## config.mk

```make
export PLATFORM = sky130hd
export DESIGN_NAME = mr_cmd_guard
export DESIGN_NICKNAME = d
export VERILOG_FILES = /design/src/rtl/mrg_pkg.sv /design/src/rtl/mrg_holdoff.sv /design/src/rtl/mrg_shadow.sv /design/src/rtl/mrg_rules.sv /design/src/rtl/mr_cmd_guard.sv
export SDC_FILE = /design/constraint.sdc
export NUM_CORES = 1
export LEC_CHECK = 0
export BUFFER_PORTS_ARGS = -buffer_cell sky130_fd_sc_hd__buf_2
export CAP_MARGIN = 5
export CORE_MARGIN = 8
export CORE_UTILIZATION = 58
export CTS_CLUSTER_DIAMETER = 100
export DETAILED_ROUTE_END_ITERATION = 7
export PLACE_DENSITY_LB_ADDON = 0.2
export SLEW_MARGIN = 20
export SYNTH_ARGS = -nofsm -noshare
export SYNTH_HDL_FRONTEND = slang
export SYNTH_SLANG_ARGS = --single-unit
```

## constraint.sdc

```tcl
create_clock -name clk -period 4.5 [get_ports clk]
set_input_delay 0 -clock clk [delete_from_list [all_inputs] [get_ports clk]]
set_output_delay 0 -clock clk [all_outputs]
set_load 0.05 [all_outputs]
```

## src/rtl/mrg_pkg.sv

```systemverilog
package mrg_pkg;

  typedef enum logic [2:0] {
    OP_NOP = 3'd0,
    OP_DES = 3'd1,
    OP_MRW = 3'd2,
    OP_ACT = 3'd3,
    OP_RD  = 3'd4,
    OP_WR  = 3'd5,
    OP_PRE = 3'd6,
    OP_PDE = 3'd7
  } op_e;

  localparam int NUM_MR   = 4;
  localparam int NUM_HOLD = 5;

  // hold-off counter slots
  localparam int H_MRD = 0;  // mode write to mode write
  localparam int H_MOD = 1;  // mode write to other command
  localparam int H_DLL = 2;  // DLL reset extension
  localparam int H_CLX = 3;  // CAS latency change extension
  localparam int H_PDN = 4;  // mode write to power-down entry

  function automatic logic op_is_idle(op_e o);
    return (o == OP_NOP) || (o == OP_DES);
  endfunction

endpackage

```

## src/rtl/mrg_holdoff.sv

```systemverilog
module mrg_holdoff #(
  parameter int CW = 8
) (
  input  logic          clk,
  input  logic          rst_n,
  input  logic          load,
  input  logic [CW-1:0] span,
  output logic          busy
);
  logic [CW-1:0] cnt_q;
  logic [CW-1:0] start_val;

  // a span of N cycles: grant allowed N edges after the loading edge
  assign start_val = (span == '0) ? '0 : span - 1'b1;

  always_ff @(posedge clk or negedge rst_n) begin
    if (!rst_n)            cnt_q <= '0;
    else if (load)         cnt_q <= start_val;
    else if (cnt_q != '0)  cnt_q <= cnt_q - 1'b1;
  end

  assign busy = (cnt_q != '0);

  p_hold_step_r3: assert property (@(posedge clk) disable iff (!rst_n)
    (!load && cnt_q != '0) |=> (cnt_q == $past(cnt_q) - 1'b1));

  p_hold_load_r3: assert property (@(posedge clk) disable iff (!rst_n)
    load |=> (cnt_q == $past(start_val)));

  p_hold_rest_r3: assert property (@(posedge clk) disable iff (!rst_n)
    (!load && cnt_q == '0) |=> (cnt_q == '0));

endmodule

```

## src/rtl/mrg_shadow.sv

```systemverilog
module mrg_shadow
  import mrg_pkg::*;
#(
  parameter int AW = 16,
  parameter logic [NUM_MR*AW-1:0] RESET_VAL = '0,
  parameter int DLL_BIT = 8
) (
  input  logic                   clk,
  input  logic                   rst_n,
  input  logic                   wr,
  input  logic [1:0]             sel,
  input  logic [AW-1:0]          data,
  output logic                   dll_hit,
  output logic                   cl_change,
  output logic [NUM_MR*AW-1:0]   shadow
);
  logic [AW-1:0] regs_q [NUM_MR];
  logic [3:0]    cl_new, cl_old;

  for (genvar i = 0; i < NUM_MR; i++) begin : g_reg
    always_ff @(posedge clk or negedge rst_n) begin
      if (!rst_n) begin
        regs_q[i] <= RESET_VAL[i*AW +: AW];
      end else if (wr && sel == 2'(i)) begin
        if (i == 0) begin
          regs_q[i]          <= data;
          regs_q[i][DLL_BIT] <= 1'b0;
        end else begin
          regs_q[i] <= data;
        end
      end
    end
    assign shadow[i*AW +: AW] = regs_q[i];
  end

  // latency field of register 0: bits 6:4 plus bit 2
  assign cl_new    = {data[6:4], data[2]};
  assign cl_old    = {regs_q[0][6:4], regs_q[0][2]};
  assign cl_change = (sel == 2'd0) && (cl_new != cl_old);
  assign dll_hit   = (sel == 2'd0) && data[DLL_BIT];

  p_dll_selfclear_r5: assert property (@(posedge clk) disable iff (!rst_n)
    (wr && sel == 2'd0) |=> (shadow[DLL_BIT] == 1'b0));

  p_shadow_keep_r8: assert property (@(posedge clk) disable iff (!rst_n)
    !wr |=> $stable(shadow));

endmodule

```

## src/rtl/mrg_rules.sv

```systemverilog
module mrg_rules
  import mrg_pkg::*;
(
  input  op_e                 op,
  input  logic                bank_idle,
  input  logic                burst_busy,
  input  logic [NUM_HOLD-1:0] hold_busy,
  output logic                legal
);
  logic cmd_clear;

  assign cmd_clear = !hold_busy[H_MOD] && !hold_busy[H_DLL] && !hold_busy[H_CLX];

  always_comb begin
    unique case (op)
      OP_NOP, OP_DES: legal = 1'b1;
      OP_MRW:         legal = bank_idle && !burst_busy && !hold_busy[H_MRD];
      OP_PDE:         legal = cmd_clear && !hold_busy[H_PDN];
      default:        legal = cmd_clear;
    endcase
  end

endmodule

```

## src/rtl/mr_cmd_guard.sv

```systemverilog
module mr_cmd_guard
  import mrg_pkg::*;
#(
  parameter int AW = 16,
  parameter int CW = 8,
  parameter logic [4*AW-1:0] MR_RESET = '0,
  parameter int DLL_BIT = 8
) (
  input  logic            clk,
  input  logic            rst_n,
  input  logic            req_valid,
  output logic            req_ready,
  input  logic [2:0]      req_op,
  input  logic [1:0]      req_mr_sel,
  input  logic [AW-1:0]   req_mr_data,
  input  logic            bank_idle,
  input  logic            burst_busy,
  input  logic            test_force,
  input  logic [CW-1:0]   cfg_t_mrd,
  input  logic [CW-1:0]   cfg_t_mod,
  input  logic [CW-1:0]   cfg_t_dll,
  input  logic [CW-1:0]   cfg_t_xpdll,
  input  logic [CW-1:0]   cfg_t_mrspden,
  output logic            cmd_valid,
  output logic [2:0]      cmd_op,
  output logic [1:0]      cmd_mr_sel,
  output logic [AW-1:0]   cmd_mr_data,
  output logic            cmd_err,
  output logic [4*AW-1:0] mr_shadow
);
  op_e                 op;
  logic                legal, fire, mr_fire;
  logic                dll_hit, cl_change;
  logic [NUM_HOLD-1:0] hold_busy, hold_load;
  logic [CW-1:0]       hold_span [NUM_HOLD];

  assign op        = op_e'(req_op);
  assign req_ready = legal || test_force;
  assign fire      = req_valid && req_ready;
  assign mr_fire   = fire && (op == OP_MRW);

  mrg_rules u_rules (
    .op         (op),
    .bank_idle  (bank_idle),
    .burst_busy (burst_busy),
    .hold_busy  (hold_busy),
    .legal      (legal)
  );

  mrg_shadow #(.AW(AW), .RESET_VAL(MR_RESET), .DLL_BIT(DLL_BIT)) u_shadow (
    .clk       (clk),
    .rst_n     (rst_n),
    .wr        (mr_fire),
    .sel       (req_mr_sel),
    .data      (req_mr_data),
    .dll_hit   (dll_hit),
    .cl_change (cl_change),
    .shadow    (mr_shadow)
  );

  assign hold_span[H_MRD] = cfg_t_mrd;
  assign hold_span[H_MOD] = cfg_t_mod;
  assign hold_span[H_DLL] = cfg_t_dll;
  assign hold_span[H_CLX] = cfg_t_xpdll;
  assign hold_span[H_PDN] = cfg_t_mrspden;

  assign hold_load[H_MRD] = mr_fire;
  assign hold_load[H_MOD] = mr_fire;
  assign hold_load[H_DLL] = mr_fire && dll_hit;
  assign hold_load[H_CLX] = mr_fire && cl_change;
  assign hold_load[H_PDN] = mr_fire;

  for (genvar h = 0; h < NUM_HOLD; h++) begin : g_hold
    mrg_holdoff #(.CW(CW)) u_hold (
      .clk   (clk),
      .rst_n (rst_n),
      .load  (hold_load[h]),
      .span  (hold_span[h]),
      .busy  (hold_busy[h])
    );
  end

  always_ff @(posedge clk or negedge rst_n) begin
    if (!rst_n) begin
      cmd_valid   <= 1'b0;
      cmd_op      <= OP_NOP;
      cmd_mr_sel  <= '0;
      cmd_mr_data <= '0;
      cmd_err     <= 1'b0;
    end else begin
      cmd_valid <= fire;
      cmd_err   <= fire && !legal;
      if (fire) begin
        cmd_op      <= req_op;
        cmd_mr_sel  <= req_mr_sel;
        cmd_mr_data <= req_mr_data;
      end
    end
  end

  p_idle_pass_r4: assert property (@(posedge clk) disable iff (!rst_n)
    (req_valid && op_is_idle(op)) |-> req_ready);

  p_mrw_spacing_r3: assert property (@(posedge clk) disable iff (!rst_n)
    (req_valid && op == OP_MRW && hold_busy[H_MRD] && !test_force) |-> !req_ready);

  p_mrw_state_r2: assert property (@(posedge clk) disable iff (!rst_n)
    (req_valid && op == OP_MRW && (!bank_idle || burst_busy) && !test_force) |-> !req_ready);

  p_cmd_hold_r4: assert property (@(posedge clk) disable iff (!rst_n)
    (req_valid && !op_is_idle(op) && op != OP_MRW && hold_busy[H_MOD] && !test_force)
      |-> !req_ready);

  p_pdn_hold_r7: assert property (@(posedge clk) disable iff (!rst_n)
    (req_valid && op == OP_PDE && hold_busy[H_PDN] && !test_force) |-> !req_ready);

  p_out_grant_r9: assert property (@(posedge clk) disable iff (!rst_n)
    (req_valid && req_ready) |=> cmd_valid);

  p_out_quiet_r9: assert property (@(posedge clk) disable iff (!rst_n)
    !(req_valid && req_ready) |=> !cmd_valid);

  p_err_forced_r10: assert property (@(posedge clk) disable iff (!rst_n)
    cmd_err |-> (cmd_valid && $past(test_force)));

endmodule

```

==> results of run 1 <==
synth_stat cells (13+ instances only):
| library cell | number | share of area |
|---|---|---|
| dfrtp_1 | 126 | 0.48 |
| mux2_2 | 69 | 0.12 |
| nand2_1 | 47 | 0.027 |
| nor2_1 | 32 | 0.018 |
| mux2i_1 | 28 | 0.043 |
| inv_1 | 23 | 0.013 |
| xnor2_1 | 23 | 0.031 |
| nor3_1 | 22 | 0.017 |
| mux2_4 | 19 | 0.044 |
| xor2_1 | 18 | 0.024 |
| ha_1 | 15 | 0.029 |
| a21oi_1 | 13 | 0.010 |
per-stage QoR:
step	std cells	instance area [um^2]	power (uW)	utilization
2_1_floorplan	553	6500	2840	-
3_5_place_dp	835	7360	3260	0.676
5_1_grt	958	8830	4980	0.811
3_3_place_gp	835	7360	3190	0.676
4_1_cts	958	8830	4720	0.811
6_report	958	8830	4710	0.811
where the power goes:
group	switching, uW	total [uW]	internal [uW]
clock network	486	1290	801
logic	996	1710	710
registers	275	1720	1440
per-layer routing:
metal,global-route usage,up-vias,part of all wire
met5,0,-,0
met4,0.0964,0,0.028
met3,0.101,48,0.078
met2,0.430,178,0.52
met1,0.274,2644,0.37
li1,-,2481,-
final timing paths:
kind,slack [ns],endpoint,start
hold reg to reg,0.50,u_shadow.shadow[11],u_shadow.shadow[11]
min in group asynchronous,0.07,g_hold[0].u_hold.cnt_q[4],rst_n
max in group asynchronous,3.35,cmd_mr_data[3],rst_n
setup / recovery,1.25,u_shadow.shadow[42],g_hold[0].u_hold.cnt_q[0]
hold / removal,0.04,g_hold[2].u_hold.cnt_q[3],cfg_t_dll[3]
setup reg to reg,1.25,u_shadow.shadow[42],g_hold[0].u_hold.cnt_q[0]
registers in the layout, indices dropped and copies added, names as in the netlist:
register / count
cmd_op: 3
cmd_mr_data: 16
cmd_valid: 1
cmd_err: 1
g_hold.u_hold.cnt_q: 40
u_shadow.shadow: 63
cmd_mr_sel: 2
what timing repair did:
action / in CTS / in global routing
resized for setup: 0 / 0
setup endpoints to repair: 0 / 0
hold endpoints to repair: 204 / 0
hold buffers: 91 / 0
cell type report:
class                   instances  area [um^2]
multi-input cells             391         3160
flip-flops and latches        126         3150
fillers                       635         2060
repair buffers                246         1700
clock buffers                  22          443
well taps                     140          175
clock inverters                10          114
inverters                      23         86.3
kinds of logic (layout without fill, tap and decap cells):
logic type | Yosys count | count (layout)
compound gates | 58 | 58
xor+xnor | 41 | 41
fa+ha+maj | 15 | 15
buf+inv | 36 | 301
flops | 126 | 126
mux | 117 | 117
other cells | 1 | 1
simple gates | 159 | 159
worst max-delay path, cell delays in order, from the launching register on:
cell,delay [ns]
dfrtp_1,0.42
inv_1,0.11
ha_1,0.19
nor3b_1,0.36
nand4_2,0.23
a21o_1,0.55
nor3b_4,0.85
mux2_2,0.42
==> results.tsv, run 1 <==
metric	value	unit
outcome	complete, no violations	
clock-skew-final	0.00917	ns
cts_max_level	4	
final.min_clock_period	3.25	ns
upper_clock_frequency_limit	308	MHz
max_slew.worst_pin.slew	0.939	ns
die_width	122	um
final.period_utilization	0.722	
min_path_cells	4	
detailedRoute.firstIterationViolations	365	
critPathLaunchType	flip-flop	
main_combinational_cell_family_by_area_after_synthesis	multiplexers	
die_area	14900	um^2
die_height	122	um
synth_compound_gate_area_share	0.0635	
grt_first_pass_wirelength	29.3	mm
max-vdd-ir-drop	398	uV
layout_common_cells	buf_2 (152), dfrtp_1 (126), dlygate4sd3_1 (91)	
synth_enable_flop_cells	0	
hold_vio_cnt_final	0	
end_kind	flip-flop	
synth.area.mux_share	0.208	
gp_routability_congestion	0.846	
layout.cells.most_common	buf_2	
maximum_number_of_pins_on_one_net_before_global_route_repair	82	
preCtsSetupSlack	1.30	ns
arrival	3.66	ns
post-cts-setup-buffer-count	0	
hold_path_class	in2reg	
global_route.usage.total	0.251	
power.static_leakage	0.00433	uW
drt-total-wl	17.7	mm
setup_tns	0	ns
yosys_warnings	0	
row_cnt	38	
dominantRegCellSynth	dfrtp_1	
crit_type	reg2reg	
viasPerCell	5.59	
synth_cell_type_count	52	
pwr_density_cell	533	nW/um^2
final_layout_size_suffix_gt1_frac	0.347	
number_of_global_route_vias_before_repair	5851	
fin_worst_hold_slack	0.0363	ns
post_synth.cell_area_avg	11.8	um^2
synth-seq-cells	126	
n_antenna_cell	0	
cts_root_buf	clkbuf_8	
vias	5351	
post_drt_wl_per_cell	18.5	um
synth.cell_area	6500	um^2
clk_pin_slew	0.06	ns
finalSetupViolCount	0	
critical_path_required	4.91	ns
fin_nets	887	
cts-buffers-inserted	17	
fin_ws	1.25	ns
tritoncts	yes	
timing.max_slew.rel_slack	0.374	
postRouteAntennaNets	0	
synthAdderAreaFrac	0.0289	
detail_route.first_pass.iterations	5	
synth.net_count	635	
worst_skew_pair.late_latency	0.53	ns
antenna_found_initial	0	
final_routed_drc_violation_total	0	
post-dp-hpwl	11.7	mm
post_synth_xor_area_fraction	0.0552	
area_growth	35.8	%
async_set_or_reset_flop_fraction_in_the_synthesized_netlist	1.00	
cts_num_sinks	126	
clock_path_buffers	2	
synth_simple_gate_area_share	0.130	
critical_path.max_fanout	24	
start_util	0.597	
rsz0062_at_grt	no	
syn-instance-count	553	
synth_seq_area_share	0.485	
total_overflow_reported_by_the_global_router	0	
timing_max_transition_violations_final	0	
timing.reg2reg.worst_path_depth	7	
io_buffer_count	153	
core_area	10900	um^2
maxCapViolCount	0	
top_level_ports	155	
Note: power is estimated with default switching activity, not from simulation.
==> run 2: changes to the inputs <==
Settings changed: CORE_UTILIZATION 58 to 54.
Clock period 4.5 ns to 3.17 ns, I/O delays scaled along.
==> run 2 against run 1 <==
  * Final area shrank 2.1%
  * Hold slack lost 0.015 ns
  * Sequential share of layout area grew 0.75 points
  * Worst setup slack lost 0.78 ns
  * Clock power grew 59%
==> results.tsv, run 2 (synthesis gave the netlist of run 1 again) <==
metric	value	unit
die_area	15800	um^2
critical_path_required	3.47	ns
cts-buffers-inserted	17	
preCtsSetupSlack	0.429	ns
die_height	126	um
start_util	0.548	
layout.cells.most_common	buf_2	
tritoncts	yes	
clock-skew-final	0.00987	ns
final_routed_drc_violation_total	0	
power.static_leakage	0.00426	uW
switchingPower	2530	uW
antenna_found_initial	1	
rr_startpoint	g_hold[2].u_hold.cnt_q[0]	
final.min_clock_period	2.70	ns
vias	5188	
p_int	4210	uW
fin_nets	861	
cp-endpoint	cmd_err	
power.combinational.fraction	0.333	
cts_max_level	4	
outcome	complete, no violations	
topRoutingLayerUsed	met4	
core_area	11900	um^2
upper_clock_frequency_limit	371	MHz
die_width	126	um
post_drt_wl_per_cell	18.6	um
finalSetupViolCount	0	
met1_length	6.76	mm
post-cts-setup-buffer-count	0	
clock_power_share	0.304	
setup_tns	0	ns
crit-reg2reg-capture	cmd_err	
postRouteAntennaNets	0	
area_growth	33.0	%
largest_register_ffs	63	
gp_routability_congestion	0.823	
number_of_global_route_vias_before_repair	5575	
rsz0062_at_grt	no	
critPathLaunchType	flip-flop	
timing.reg2reg.worst_path_depth	8	
worst_skew_pair.late_latency	0.42	ns
drt-total-wl	17.5	mm
critical_path.max_fanout	7	
hold_vio_cnt_final	0	
max_slew.worst_pin.slew	0.854	ns
pwr_density_cell	779	nW/um^2
maximum_number_of_pins_on_one_net_before_global_route_repair	66	
final.period_utilization	0.851	
arrival	3.00	ns
power.share.sequential	0.362	
cts_num_sinks	126	
top_level_ports	155	
post-dp-hpwl	11.8	mm
detailedRoute.firstIterationViolations	296	
crit_type	reg2reg	
final_layout_size_suffix_gt1_frac	0.371	
ff_latch_area	3150	um^2
fin_ws	0.472	ns
io_buffer_count	153	
clk_pin_slew	0.06	ns
grt_first_pass_wirelength	28.1	mm
timing.max_slew.rel_slack	0.430	
power.switching_fraction	0.376	
layout_common_cells	buf_2 (152), dfrtp_1 (126), mux2_2 (69)	
end_kind	flip-flop	
hold_path_class	in2reg	
startpoint	g_hold[2].u_hold.cnt_q[0]	
viasPerCell	5.52	
reg2reg_setup_slack	0.47	ns
timing_max_transition_violations_final	0	
max-vdd-ir-drop	561	uV
clock_path_buffers	2	
holdCritStartpoint	cfg_t_mrspden[7]	
maxCapViolCount	0	
total_overflow_reported_by_the_global_router	0	
row_cnt	40	
wl_met3	1.29	mm
global_route.usage.total	0.223	
footprint_of_the_multi_input_gates	3170	um^2
detail_route.first_pass.iterations	5	
nFillCells	786	
cts_root_buf	clkbuf_16	
met2_wirelength	8.94	mm
## run 2: how the worst min path moves through the flow
stage                                 to  slack [ns]  depth (start not counted)
3_3_place_gp   g_hold[0].u_hold.cnt_q[1]        0.14                          1
6_report       g_hold[4].u_hold.cnt_q[7]        0.02                          3
3_5_place_dp   g_hold[0].u_hold.cnt_q[4]        0.15                          1
4_1_cts        g_hold[4].u_hold.cnt_q[7]      0.0005                          3
5_1_grt        g_hold[4].u_hold.cnt_q[7]        0.03                          3
2_1_floorplan                    cmd_err       -0.30                          0
## run 2: power by group through the flow
stage	clock [uW]	sequential (uW)	combinational (uW)
global route	2140	2500	2450
finish	2050	2440	2250
detailed placement	0	2440	2170
floorplan	0	2970	1060
global placement	0	2420	2120
CTS	2070	2430	2260
## run 2: area by class of cell
class / count / share of cell area
sequential: 126 / 0.365
tap: 147 / 0.0213
multi-input combinational: 391 / 0.366
inverter: 23 / 0.00998
clock inverter: 14 / 0.0210
antenna: 1 / 0.000289
clock buffer: 18 / 0.0508
timing repair buffer: 220 / 0.166
## run 2: worst max-delay path, stage by stage (launching register included)
cell           delay (ns)
dfrtp_1              0.42
inv_1                0.09
ha_1                 0.17
nor3b_1              0.34
nand2_1              0.27
nor2_1               0.36
a31oi_1              0.17
and3_1               0.20
dlygate4sd3_1        0.55
## run 2: routing by layer
| metal | vias up | global-route usage |
|---|---|---|
| met5 | - | 0 |
| met4 | 0 | 0.105 |
| met3 | 36 | 0.0759 |
| met2 | 154 | 0.385 |
| met1 | 2574 | 0.242 |
| li1 | 2424 | - |
## run 2: timing repair
action	4_1_cts	5_1_grt
hold buffers	60	0
resized for setup	0	1
endpoints found under the hold margin	183	0
setup endpoints to repair	0	1
## run 2: per-stage QoR
step / std cells / util / cell area (um^2) / total power (uW) / hold WS (ns)
5_1_grt: 940 / 0.729 / 8650 / 7080 / 0.0301
6_report: 940 / 0.729 / 8650 / 6740 / 0.0216
3_3_place_gp: 847 / 0.625 / 7420 / 4540 / 0.142
4_1_cts: 939 / 0.728 / 8640 / 6760 / 0.000528
2_1_floorplan: 553 / - / 6500 / 4030 / -0.296
3_5_place_dp: 847 / 0.625 / 7420 / 4620 / 0.153
